==> config.mk <==
export PLATFORM = sky130hd
export DESIGN_NAME = pwr_gain_equalizer
export DESIGN_NICKNAME = d
export VERILOG_FILES = /design/src/rtl/pge_pkg.sv /design/src/rtl/pge_power_acc.sv /design/src/rtl/pge_ratio_root.sv /design/src/rtl/pge_gain_bank.sv /design/src/rtl/pge_scaler.sv /design/src/rtl/pwr_gain_equalizer.sv
export SDC_FILE = /design/constraint.sdc
export NUM_CORES = 2
export LEC_CHECK = 0
export BUFFER_PORTS_ARGS = -buffer_cell sky130_fd_sc_hd__buf_2
export CAP_MARGIN = 20
export CELL_PAD_IN_SITES_DETAIL_PLACEMENT = 0
export CELL_PAD_IN_SITES_GLOBAL_PLACEMENT = 2
export CORE_MARGIN = 5
export CORE_UTILIZATION = 35
export CTS_CLUSTER_DIAMETER = 120
export DETAILED_ROUTE_END_ITERATION = 8
export PLACE_DENSITY = 0.81
export RECOVER_POWER = 25
export SYNTH_ARGS = -nofsm -noshare
export SYNTH_HDL_FRONTEND = slang
export SYNTH_SLANG_ARGS = --single-unit
==> constraint.sdc <==
create_clock -name clk -period 9.1 [get_ports clk]
set_clock_uncertainty 0.2 [all_clocks]
set_input_delay 0 -clock clk [delete_from_list [all_inputs] [get_ports clk]]
set_output_delay 0 -clock clk [all_outputs]
set_load 0.02 [all_outputs]
==> src/rtl/pge_pkg.sv <==
package pge_pkg;

    // Gain factor format: unsigned, 2 integer bits, 14 fractional bits
    localparam int GAIN_W    = 16;
    localparam int GAIN_FRAC = 14;
    localparam int GAIN_INT  = GAIN_W - GAIN_FRAC;
    localparam logic [GAIN_W-1:0] GAIN_ONE = GAIN_W'(1) << GAIN_FRAC;
    localparam logic [GAIN_W-1:0] GAIN_MAX = '1;

    // Power ratio is carried with 2*GAIN_FRAC fractional bits, so its root has GAIN_FRAC
    localparam int QUO_W     = 2 * GAIN_W;
    // Largest ratio representable before the root overflows the gain format
    localparam int RATIO_LOG = 2 * GAIN_INT;

    typedef enum logic [1:0] {
        RR_IDLE,
        RR_DIV,
        RR_ROOT,
        RR_DONE
    } rr_state_e;

    typedef enum logic [1:0] {
        GB_IDLE,
        GB_LAUNCH,
        GB_WAIT,
        GB_COMMIT
    } gb_state_e;

    function automatic int ch_bits(input int n);
        return (n > 1) ? $clog2(n) : 1;
    endfunction

endpackage

==> src/rtl/pge_power_acc.sv <==
module pge_power_acc import pge_pkg::*; #(
    parameter int NCH  = 4,
    parameter int DW   = 12,
    parameter int NLOG = 6,
    parameter int CW   = 2,
    parameter int SW   = 30
) (
    input  logic                     clk,
    input  logic                     rst,
    input  logic                     in_valid_i,
    input  logic signed [DW-1:0]     in_sample_i,
    output logic [CW-1:0]            ch_o,
    output logic                     blk_end_o,
    output logic [NCH-1:0][SW-1:0]   fin_o
);

    logic [CW-1:0]          ch_q;
    logic [NLOG-1:0]        cnt_q;
    logic signed [2*DW-1:0] sq_s;
    logic [SW-1:0]          sq_u;
    logic                   last_ch;
    logic                   fresh;

    assign sq_s    = in_sample_i * in_sample_i;
    assign sq_u    = SW'(unsigned'(sq_s));
    assign last_ch = (ch_q == CW'(NCH - 1));
    assign fresh   = (cnt_q == '0);

    assign ch_o      = ch_q;
    assign blk_end_o = in_valid_i && last_ch && (&cnt_q);

    // Round-robin channel index and per-channel sample count
    always_ff @(posedge clk) begin
        if (rst) begin
            ch_q  <= '0;
            cnt_q <= '0;
        end else if (in_valid_i) begin
            if (last_ch) begin
                ch_q  <= '0;
                cnt_q <= cnt_q + 1'b1;
            end else begin
                ch_q <= ch_q + 1'b1;
            end
        end
    end

    // One sum-of-squares accumulator per channel, restarted at every block
    for (genvar c = 0; c < NCH; c++) begin : g_acc
        logic [SW-1:0] acc_q;
        logic          hit;
        logic [SW-1:0] base;

        assign hit  = in_valid_i && (ch_q == CW'(c));
        assign base = fresh ? '0 : acc_q;

        always_ff @(posedge clk) begin
            if (rst) begin
                acc_q <= '0;
            end else if (hit) begin
                acc_q <= base + sq_u;
            end
        end

        // Final block sum, valid in the cycle blk_end_o is high
        assign fin_o[c] = hit ? (base + sq_u) : acc_q;
    end

endmodule

==> src/rtl/pge_ratio_root.sv <==
module pge_ratio_root import pge_pkg::*; #(
    parameter int SW = 30
) (
    input  logic              clk,
    input  logic              rst,
    input  logic              start_i,
    input  logic [SW-1:0]     num_i,
    input  logic [SW-1:0]     den_i,
    output logic              done_o,
    output logic              keep_o,
    output logic [GAIN_W-1:0] root_o
);

    localparam int RW = SW + RATIO_LOG + 1;
    localparam int TW = $clog2(QUO_W);

    rr_state_e          state_q;
    logic [RW-1:0]      rem_q;
    logic [RW-1:0]      dsh_q;
    logic [QUO_W-1:0]   quo_q;
    logic [GAIN_W-1:0]  root_q;
    logic [TW-1:0]      step_q;
    logic               keep_q;
    logic [GAIN_W-1:0]  trial;
    logic [QUO_W-1:0]   trial_sq;
    logic               too_big;

    assign too_big  = RW'(num_i) >= (RW'(den_i) << RATIO_LOG);
    assign trial    = root_q | (GAIN_W'(1) << step_q[$clog2(GAIN_W)-1:0]);
    assign trial_sq = QUO_W'(trial) * QUO_W'(trial);

    assign done_o = (state_q == RR_DONE);
    assign keep_o = keep_q;
    assign root_o = root_q;

    always_ff @(posedge clk) begin
        if (rst) begin
            state_q <= RR_IDLE;
            rem_q   <= '0;
            dsh_q   <= '0;
            quo_q   <= '0;
            root_q  <= '0;
            step_q  <= '0;
            keep_q  <= 1'b0;
        end else begin
            case (state_q)
                RR_IDLE: begin
                    if (start_i) begin
                        keep_q <= 1'b0;
                        if (den_i == '0) begin
                            keep_q  <= 1'b1;
                            state_q <= RR_DONE;
                        end else if (too_big) begin
                            root_q  <= GAIN_MAX;
                            state_q <= RR_DONE;
                        end else begin
                            rem_q   <= RW'(num_i);
                            dsh_q   <= RW'(den_i) << (RATIO_LOG - 1);
                            quo_q   <= '0;
                            step_q  <= TW'(QUO_W - 1);
                            state_q <= RR_DIV;
                        end
                    end
                end
                // Restoring division, one quotient bit per cycle, MSB weight 2^(RATIO_LOG-1)
                RR_DIV: begin
                    if (rem_q >= dsh_q) begin
                        rem_q <= (rem_q - dsh_q) << 1;
                        quo_q <= {quo_q[QUO_W-2:0], 1'b1};
                    end else begin
                        rem_q <= rem_q << 1;
                        quo_q <= {quo_q[QUO_W-2:0], 1'b0};
                    end
                    if (step_q == '0) begin
                        root_q  <= '0;
                        step_q  <= TW'(GAIN_W - 1);
                        state_q <= RR_ROOT;
                    end else begin
                        step_q <= step_q - 1'b1;
                    end
                end
                // Bitwise integer square root, one result bit per cycle
                RR_ROOT: begin
                    if (trial_sq <= quo_q) begin
                        root_q <= trial;
                    end
                    if (step_q == '0) begin
                        state_q <= RR_DONE;
                    end else begin
                        step_q <= step_q - 1'b1;
                    end
                end
                default: begin
                    state_q <= RR_IDLE;
                end
            endcase
        end
    end

endmodule

==> src/rtl/pge_gain_bank.sv <==
module pge_gain_bank import pge_pkg::*; #(
    parameter int NCH = 4,
    parameter int CW  = 2,
    parameter int SW  = 30
) (
    input  logic                        clk,
    input  logic                        rst,
    input  logic                        blk_end_i,
    input  logic [NCH-1:0][SW-1:0]      fin_i,
    output logic [NCH-1:0][GAIN_W-1:0]  gains_o,
    output logic                        commit_o
);

    gb_state_e                    state_q;
    logic [NCH-1:0][SW-1:0]       snap_q;
    logic [NCH-1:0][GAIN_W-1:0]   pend_q;
    logic [NCH-1:0][GAIN_W-1:0]   gain_q;
    logic [CW-1:0]                idx_q;
    logic                         rr_start;
    logic                         rr_done;
    logic                         rr_keep;
    logic [GAIN_W-1:0]            rr_root;

    assign rr_start = (state_q == GB_LAUNCH);
    assign commit_o = (state_q == GB_COMMIT);
    assign gains_o  = gain_q;

    pge_ratio_root #(
        .SW (SW)
    ) i_ratio_root (
        .clk     (clk),
        .rst     (rst),
        .start_i (rr_start),
        .num_i   (snap_q[0]),
        .den_i   (snap_q[idx_q]),
        .done_o  (rr_done),
        .keep_o  (rr_keep),
        .root_o  (rr_root)
    );

    always_ff @(posedge clk) begin
        if (rst) begin
            state_q <= GB_IDLE;
            snap_q  <= '0;
            idx_q   <= '0;
            for (int c = 0; c < NCH; c++) begin
                pend_q[c] <= GAIN_ONE;
                gain_q[c] <= GAIN_ONE;
            end
        end else begin
            case (state_q)
                GB_IDLE: begin
                    // A block that ends while the engine is busy is not taken
                    if (blk_end_i) begin
                        snap_q  <= fin_i;
                        idx_q   <= CW'(1);
                        state_q <= GB_LAUNCH;
                    end
                end
                GB_LAUNCH: begin
                    state_q <= GB_WAIT;
                end
                GB_WAIT: begin
                    if (rr_done) begin
                        pend_q[idx_q] <= rr_keep ? gain_q[idx_q] : rr_root;
                        if (idx_q == CW'(NCH - 1)) begin
                            state_q <= GB_COMMIT;
                        end else begin
                            idx_q   <= idx_q + 1'b1;
                            state_q <= GB_LAUNCH;
                        end
                    end
                end
                default: begin
                    for (int c = 0; c < NCH; c++) begin
                        gain_q[c] <= (c == 0) ? GAIN_ONE : pend_q[c];
                    end
                    state_q <= GB_IDLE;
                end
            endcase
        end
    end

endmodule

==> src/rtl/pge_scaler.sv <==
module pge_scaler import pge_pkg::*; #(
    parameter int NCH = 4,
    parameter int DW  = 12,
    parameter int CW  = 2
) (
    input  logic                        clk,
    input  logic                        rst,
    input  logic                        valid_i,
    input  logic signed [DW-1:0]        sample_i,
    input  logic [CW-1:0]               ch_i,
    input  logic [NCH-1:0][GAIN_W-1:0]  gains_i,
    output logic                        valid_o,
    output logic signed [DW-1:0]        sample_o
);

    localparam int PW = DW + GAIN_W + 1;
    localparam logic signed [PW-1:0] HI = $signed({{(PW-DW+1){1'b0}}, {(DW-1){1'b1}}});
    localparam logic signed [PW-1:0] LO = $signed({{(PW-DW+1){1'b1}}, {(DW-1){1'b0}}});

    logic [GAIN_W-1:0]      g;
    logic signed [PW-1:0]   xs;
    logic signed [PW-1:0]   gs;
    logic signed [PW-1:0]   prod;
    logic signed [PW-1:0]   rnd;
    logic signed [PW-1:0]   shf;
    logic signed [DW-1:0]   sat;

    assign g    = gains_i[ch_i];
    assign xs   = $signed({{(PW-DW){sample_i[DW-1]}}, sample_i});
    assign gs   = $signed({{(PW-GAIN_W){1'b0}}, g});
    assign prod = xs * gs;
    assign rnd  = prod + $signed(PW'(1) << (GAIN_FRAC - 1));
    assign shf  = rnd >>> GAIN_FRAC;

    always_comb begin
        if (shf > HI) begin
            sat = HI[DW-1:0];
        end else if (shf < LO) begin
            sat = LO[DW-1:0];
        end else begin
            sat = shf[DW-1:0];
        end
    end

    always_ff @(posedge clk) begin
        if (rst) begin
            valid_o  <= 1'b0;
            sample_o <= '0;
        end else begin
            valid_o <= valid_i;
            if (valid_i) begin
                sample_o <= sat;
            end
        end
    end

endmodule

==> src/rtl/pwr_gain_equalizer.sv <==
module pwr_gain_equalizer import pge_pkg::*; #(
    parameter int NCH  = 4,
    parameter int DW   = 12,
    parameter int NLOG = 6
) (
    input  logic                      clk,
    input  logic                      rst,
    input  logic                      in_valid,
    input  logic signed [DW-1:0]      in_sample,
    output logic                      out_valid,
    output logic signed [DW-1:0]      out_sample,
    output logic [NCH*GAIN_W-1:0]     gain_flat
);

    localparam int CW = ch_bits(NCH);
    localparam int SW = 2 * DW + NLOG;

    logic [CW-1:0]               ch_w;
    logic                        blk_end_w;
    logic [NCH-1:0][SW-1:0]      fin_w;
    logic [NCH-1:0][GAIN_W-1:0]  gains_w;
    logic                        commit_w;

    pge_power_acc #(
        .NCH  (NCH),
        .DW   (DW),
        .NLOG (NLOG),
        .CW   (CW),
        .SW   (SW)
    ) i_power_acc (
        .clk         (clk),
        .rst         (rst),
        .in_valid_i  (in_valid),
        .in_sample_i (in_sample),
        .ch_o        (ch_w),
        .blk_end_o   (blk_end_w),
        .fin_o       (fin_w)
    );

    pge_gain_bank #(
        .NCH (NCH),
        .CW  (CW),
        .SW  (SW)
    ) i_gain_bank (
        .clk       (clk),
        .rst       (rst),
        .blk_end_i (blk_end_w),
        .fin_i     (fin_w),
        .gains_o   (gains_w),
        .commit_o  (commit_w)
    );

    pge_scaler #(
        .NCH (NCH),
        .DW  (DW),
        .CW  (CW)
    ) i_scaler (
        .clk      (clk),
        .rst      (rst),
        .valid_i  (in_valid),
        .sample_i (in_sample),
        .ch_i     (ch_w),
        .gains_i  (gains_w),
        .valid_o  (out_valid),
        .sample_o (out_sample)
    );

    assign gain_flat = gains_w;

endmodule

==> key figures <==
Yosys
  – Post-Synthesis Cell Area: 46200 µm²
  – Number of synthesized flops with an enable pin: 0
  – Seq cells post-synth: 482
  – Syn_area_per_cell: 8.26 µm²
  – Yosys cell types: 101
  – Async SR Flop Fraction: 0
  – Yosys warns: 0
  – Dominant synthesized flop cell: dfxtp_1
  – Cells after Synth: 5599
  – Post-synthesis sequential area ratio: 0.209

Run
  – Max-cap violations: 4

Clocking
  – Total CTS buffers: 53
  – TritonCTS clock tree: yes
  – H-tree lvl count: 2
  – Worst-path clk slew: 0.06 ns
  – CTS sink count: 482
  – Root Buffer: clkbuf_16
  – Clk buf depth: 3
  – Clk_lat worst skew: 0.65 ns

Min path
  – Worst hold path class: in -> reg

Routing
  – DRT Pass-1 Iters: 5
  – DRC: 0
  – Via count: 38200
  – Drt total wl: 133000 µm
  – DRT antenna net count: 0
  – WL met3: 4840 µm
  – Met2 WL: 60600 µm
  – Drt initial violations: 2099
  – Top Layer Used: met4
  – DR WL/cell: 17.9 µm
  – Vias per cell: 5.14
  – Metal-1 WL: 65100 µm

Timing
  – Hold Vio Cnt, Final: 0
  – Slew HR: -1.57
  – Post-route minimum period: 8.87 ns
  – Final setup violating endpoints: 0
  – Worst-margin pin slew: 3.86 ns
  – Final worst slack: 0.229 ns
  – Max Freq: 113 MHz
  – RSZ-0062 raised after global routing: yes
  – Final period utilization: 0.975
  – Max Slew Vio Count: 220

Place
  – IO Port Bufs: 75
  – HPWL Detailed: 101000 µm
  – RD Place Congestion: 0.869
  – Pre-CTS setup slack: -0.285 ns
  – Placed cells: 7306

Critical path
  – Family with the most delay on the worst path: adder cells
  – CP startpoint: i_gain_bank.i_ratio_root.step_q[3]
  – Reg2Reg Depth: 34
  – Crit path capture type: flip-flop
  – CP max-delay cell: fa_2
  – Crit path largest cell delay: 0.64 ns
  – Setup slack, reg-to-reg: 0.23 ns
  – Critical path depth: 34
  – Startpoint types: flip-flop
  – CP Buf/Inv Count: 5
  – CP max FO: 8
  – Reg2reg start: i_gain_bank.i_ratio_root.step_q[3]
  – Worst EP arrival: 9.18 ns
  – Worst R2R End: i_gain_bank.i_ratio_root.root_o[0]
  – Required time of the critical path: 9.41 ns
  – CP most frequent cell: fa_1
  – Worst Setup Path Type: reg -> reg
  – CP Capture Point: i_gain_bank.i_ratio_root.root_o[0]

Global routing
  – Number of global-route vias before repair: 38000
  – First-pass GRT wire length: 213000 µm
  – Antenna violations before repair: 2
  – GR Util All Layers: 0.186
  – Largest net degree at the start of global routing: 198
  – GRT overflow: 0

Layout
  – Layout cells sized above 1: 0.0864
  – Layout area overhead: 11.4%
  – Area of the multi-input gates: 33400 µm²
  – Register area: 9670 µm²
  – FILL cells: 13700
  – Non-Filler Instances: 7430
  – Nets: 6504

Floorplanning
  – DIE WIDTH: 373 µm
  – Die Y: 373 µm
  – Die ar.: 139000 µm²
  – Row count: 133
  – Floorplan core area: 131000 µm²
  – Initial Util: 0.352
  – Total I/O pin count: 92

Run status
  – Violated checks: max-capacitance violations, max-slew violations
  – Status: complete, but fails checks
worst min-delay path by stage:
stage               from                                end  slack, ns  depth (start not counted)
floorplan            rst             i_gain_bank.snap_q[89]      0.006                          2
global placement     rst  i_gain_bank.i_ratio_root.quo_q[0]       0.21                          2
detailed placement   rst  i_gain_bank.i_ratio_root.quo_q[0]       0.22                          2
CTS                  rst     i_power_acc.g_acc[1].acc_q[27]       0.13                          3
global route         rst     i_power_acc.g_acc[1].acc_q[25]       0.17                          3
finish               rst     i_power_acc.g_acc[1].acc_q[25]       0.16                          3
worst reg2reg max path, delay by kind of cell (launching register included):
kind | cells | cell delay (ns)
AOI/OAI and AO/OA | 13 | 2.47
buffers and inverters | 5 | 0.66
adders and majority gates | 8 | 3.69
DFF | 1 | 0.39
and+or+nand+nor | 8 | 1.28
routing by layer:
layer | global-route usage | vias up
li1 | - | 18800
met1 | 0.270 | 18600
met2 | 0.304 | 620
met3 | 0.0188 | 148
met4 | 0.0349 | 0
met5 | 0 | -
final cells by class:
class                           instances  share of cell area
Timing Repair Buffer                  263              0.0364
Clock inverter                         16             0.00479
Tap cell                             1755              0.0426
Clock buffer                           80              0.0304
Inverter                              689              0.0505
Antenna cell                            1           0.0000486
Sequential cell                       482               0.188
Multi-Input combinational cell       4144               0.647
Yosys cell counts (28+ instances only):
cell type / number / area share
xor2_1: 53 / 0.010
and2_1: 189 / 0.026
nand3_1: 104 / 0.011
nor3_1: 56 / 0.0061
a211o_1: 28 / 0.0053
xnor2_1: 113 / 0.021
mux4_2: 28 / 0.014
ha_1: 431 / 0.12
nor2b_1: 38 / 0.0051
nand2_1: 623 / 0.051
o21ai_0: 159 / 0.017
nand2b_1: 40 / 0.0054
fa_1: 425 / 0.18
o211ai_1: 32 / 0.0052
a31oi_1: 49 / 0.0066
o21a_1: 41 / 0.0067
a21oi_1: 481 / 0.052
mux2i_1: 68 / 0.015
and3_1: 34 / 0.0046
a211oi_1: 118 / 0.019
clkbuf_1: 232 / 0.019
nor2_1: 570 / 0.046
inv_1: 680 / 0.055
a21o_1: 95 / 0.015
dfxtp_1: 482 / 0.21
registers in the layout, indices dropped and copies added (netlist names), 6 cells and up:
register and cells:
i_gain_bank.i_ratio_root.dsh_q 30, i_gain_bank.i_ratio_root.root_o 16, i_scaler.sample_o 12, i_gain_bank.pend_q 48, i_power_acc.cnt_q 6, i_gain_bank.gains_o 48, i_gain_bank.i_ratio_root.rem_q 35, i_power_acc.g_acc.acc_q 120
i_gain_bank.snap_q 120, i_gain_bank.i_ratio_root.quo_q 32
cells by family (layout without fill, tap and decap cells):
family                   after synthesis  in the layout  synth area share
other                                  2             17          0.000162
adder cells (fa/ha/maj)              857            857             0.301
XOR/XNOR                             166            166            0.0315
multiplexers                         104            104            0.0310
AND/OR/NAND/NOR                     1787           1787             0.175
flip-flops                           482            482             0.209
buffers and inverters                987           1048            0.0839
AO/OA/AOI/OAI                       1214           1214             0.168
stage by stage:
step,area [µm²],util,hold WS (ns),TNS (ns)
2_1_floorplan,46300,-,0.00621,0
3_3_place_gp,48800,0.372,0.211,-2.91
3_5_place_dp,48800,0.372,0.219,-4.35
4_1_cts,50700,0.386,0.131,0
5_1_grt,51500,0.392,0.167,-1.19
6_report,51500,0.392,0.156,0
cell usage in the layout, fill, tap and decap left out, drive strengths merged, types with 19 or more instances in the layout:
master / synthesis / routed
nand4: 24 / 24
nor2b: 38 / 38
inv: 681 / 685
and2: 191 / 191
a211o: 28 / 28
nand2b: 40 / 40
and3: 35 / 35
nand3: 105 / 105
xor2: 53 / 53
or3: 26 / 26
nand2: 623 / 623
mux2i: 68 / 68
o21ai: 171 / 171
nor2: 572 / 572
dfxtp: 482 / 482
fa: 425 / 425
o21bai: 23 / 23
o21a: 42 / 42
clkbuf: 232 / 146
nor3: 56 / 56
a31oi: 49 / 49
ha: 431 / 431
a21oi: 482 / 482
mux4: 30 / 30
o211ai: 32 / 32
xnor2: 113 / 113
o31ai: 19 / 19
a211oi: 121 / 121
a21o: 95 / 95
buf: 66 / 195
what timing repair did:
item | CTS | global route
gates cloned | 0 | 4
hold endpoints to repair | 68 | 0
pin swaps | 2 | 81
buffers inserted | 0 | 21
gates resized for setup | 16 | 158
hold buffers | 2 | 0
setup endpoints to repair | 16 | 16
Power is left out: the tool's default activity adds up to more than one toggle a clock period on the data nets, which glitch-free logic cannot reach.
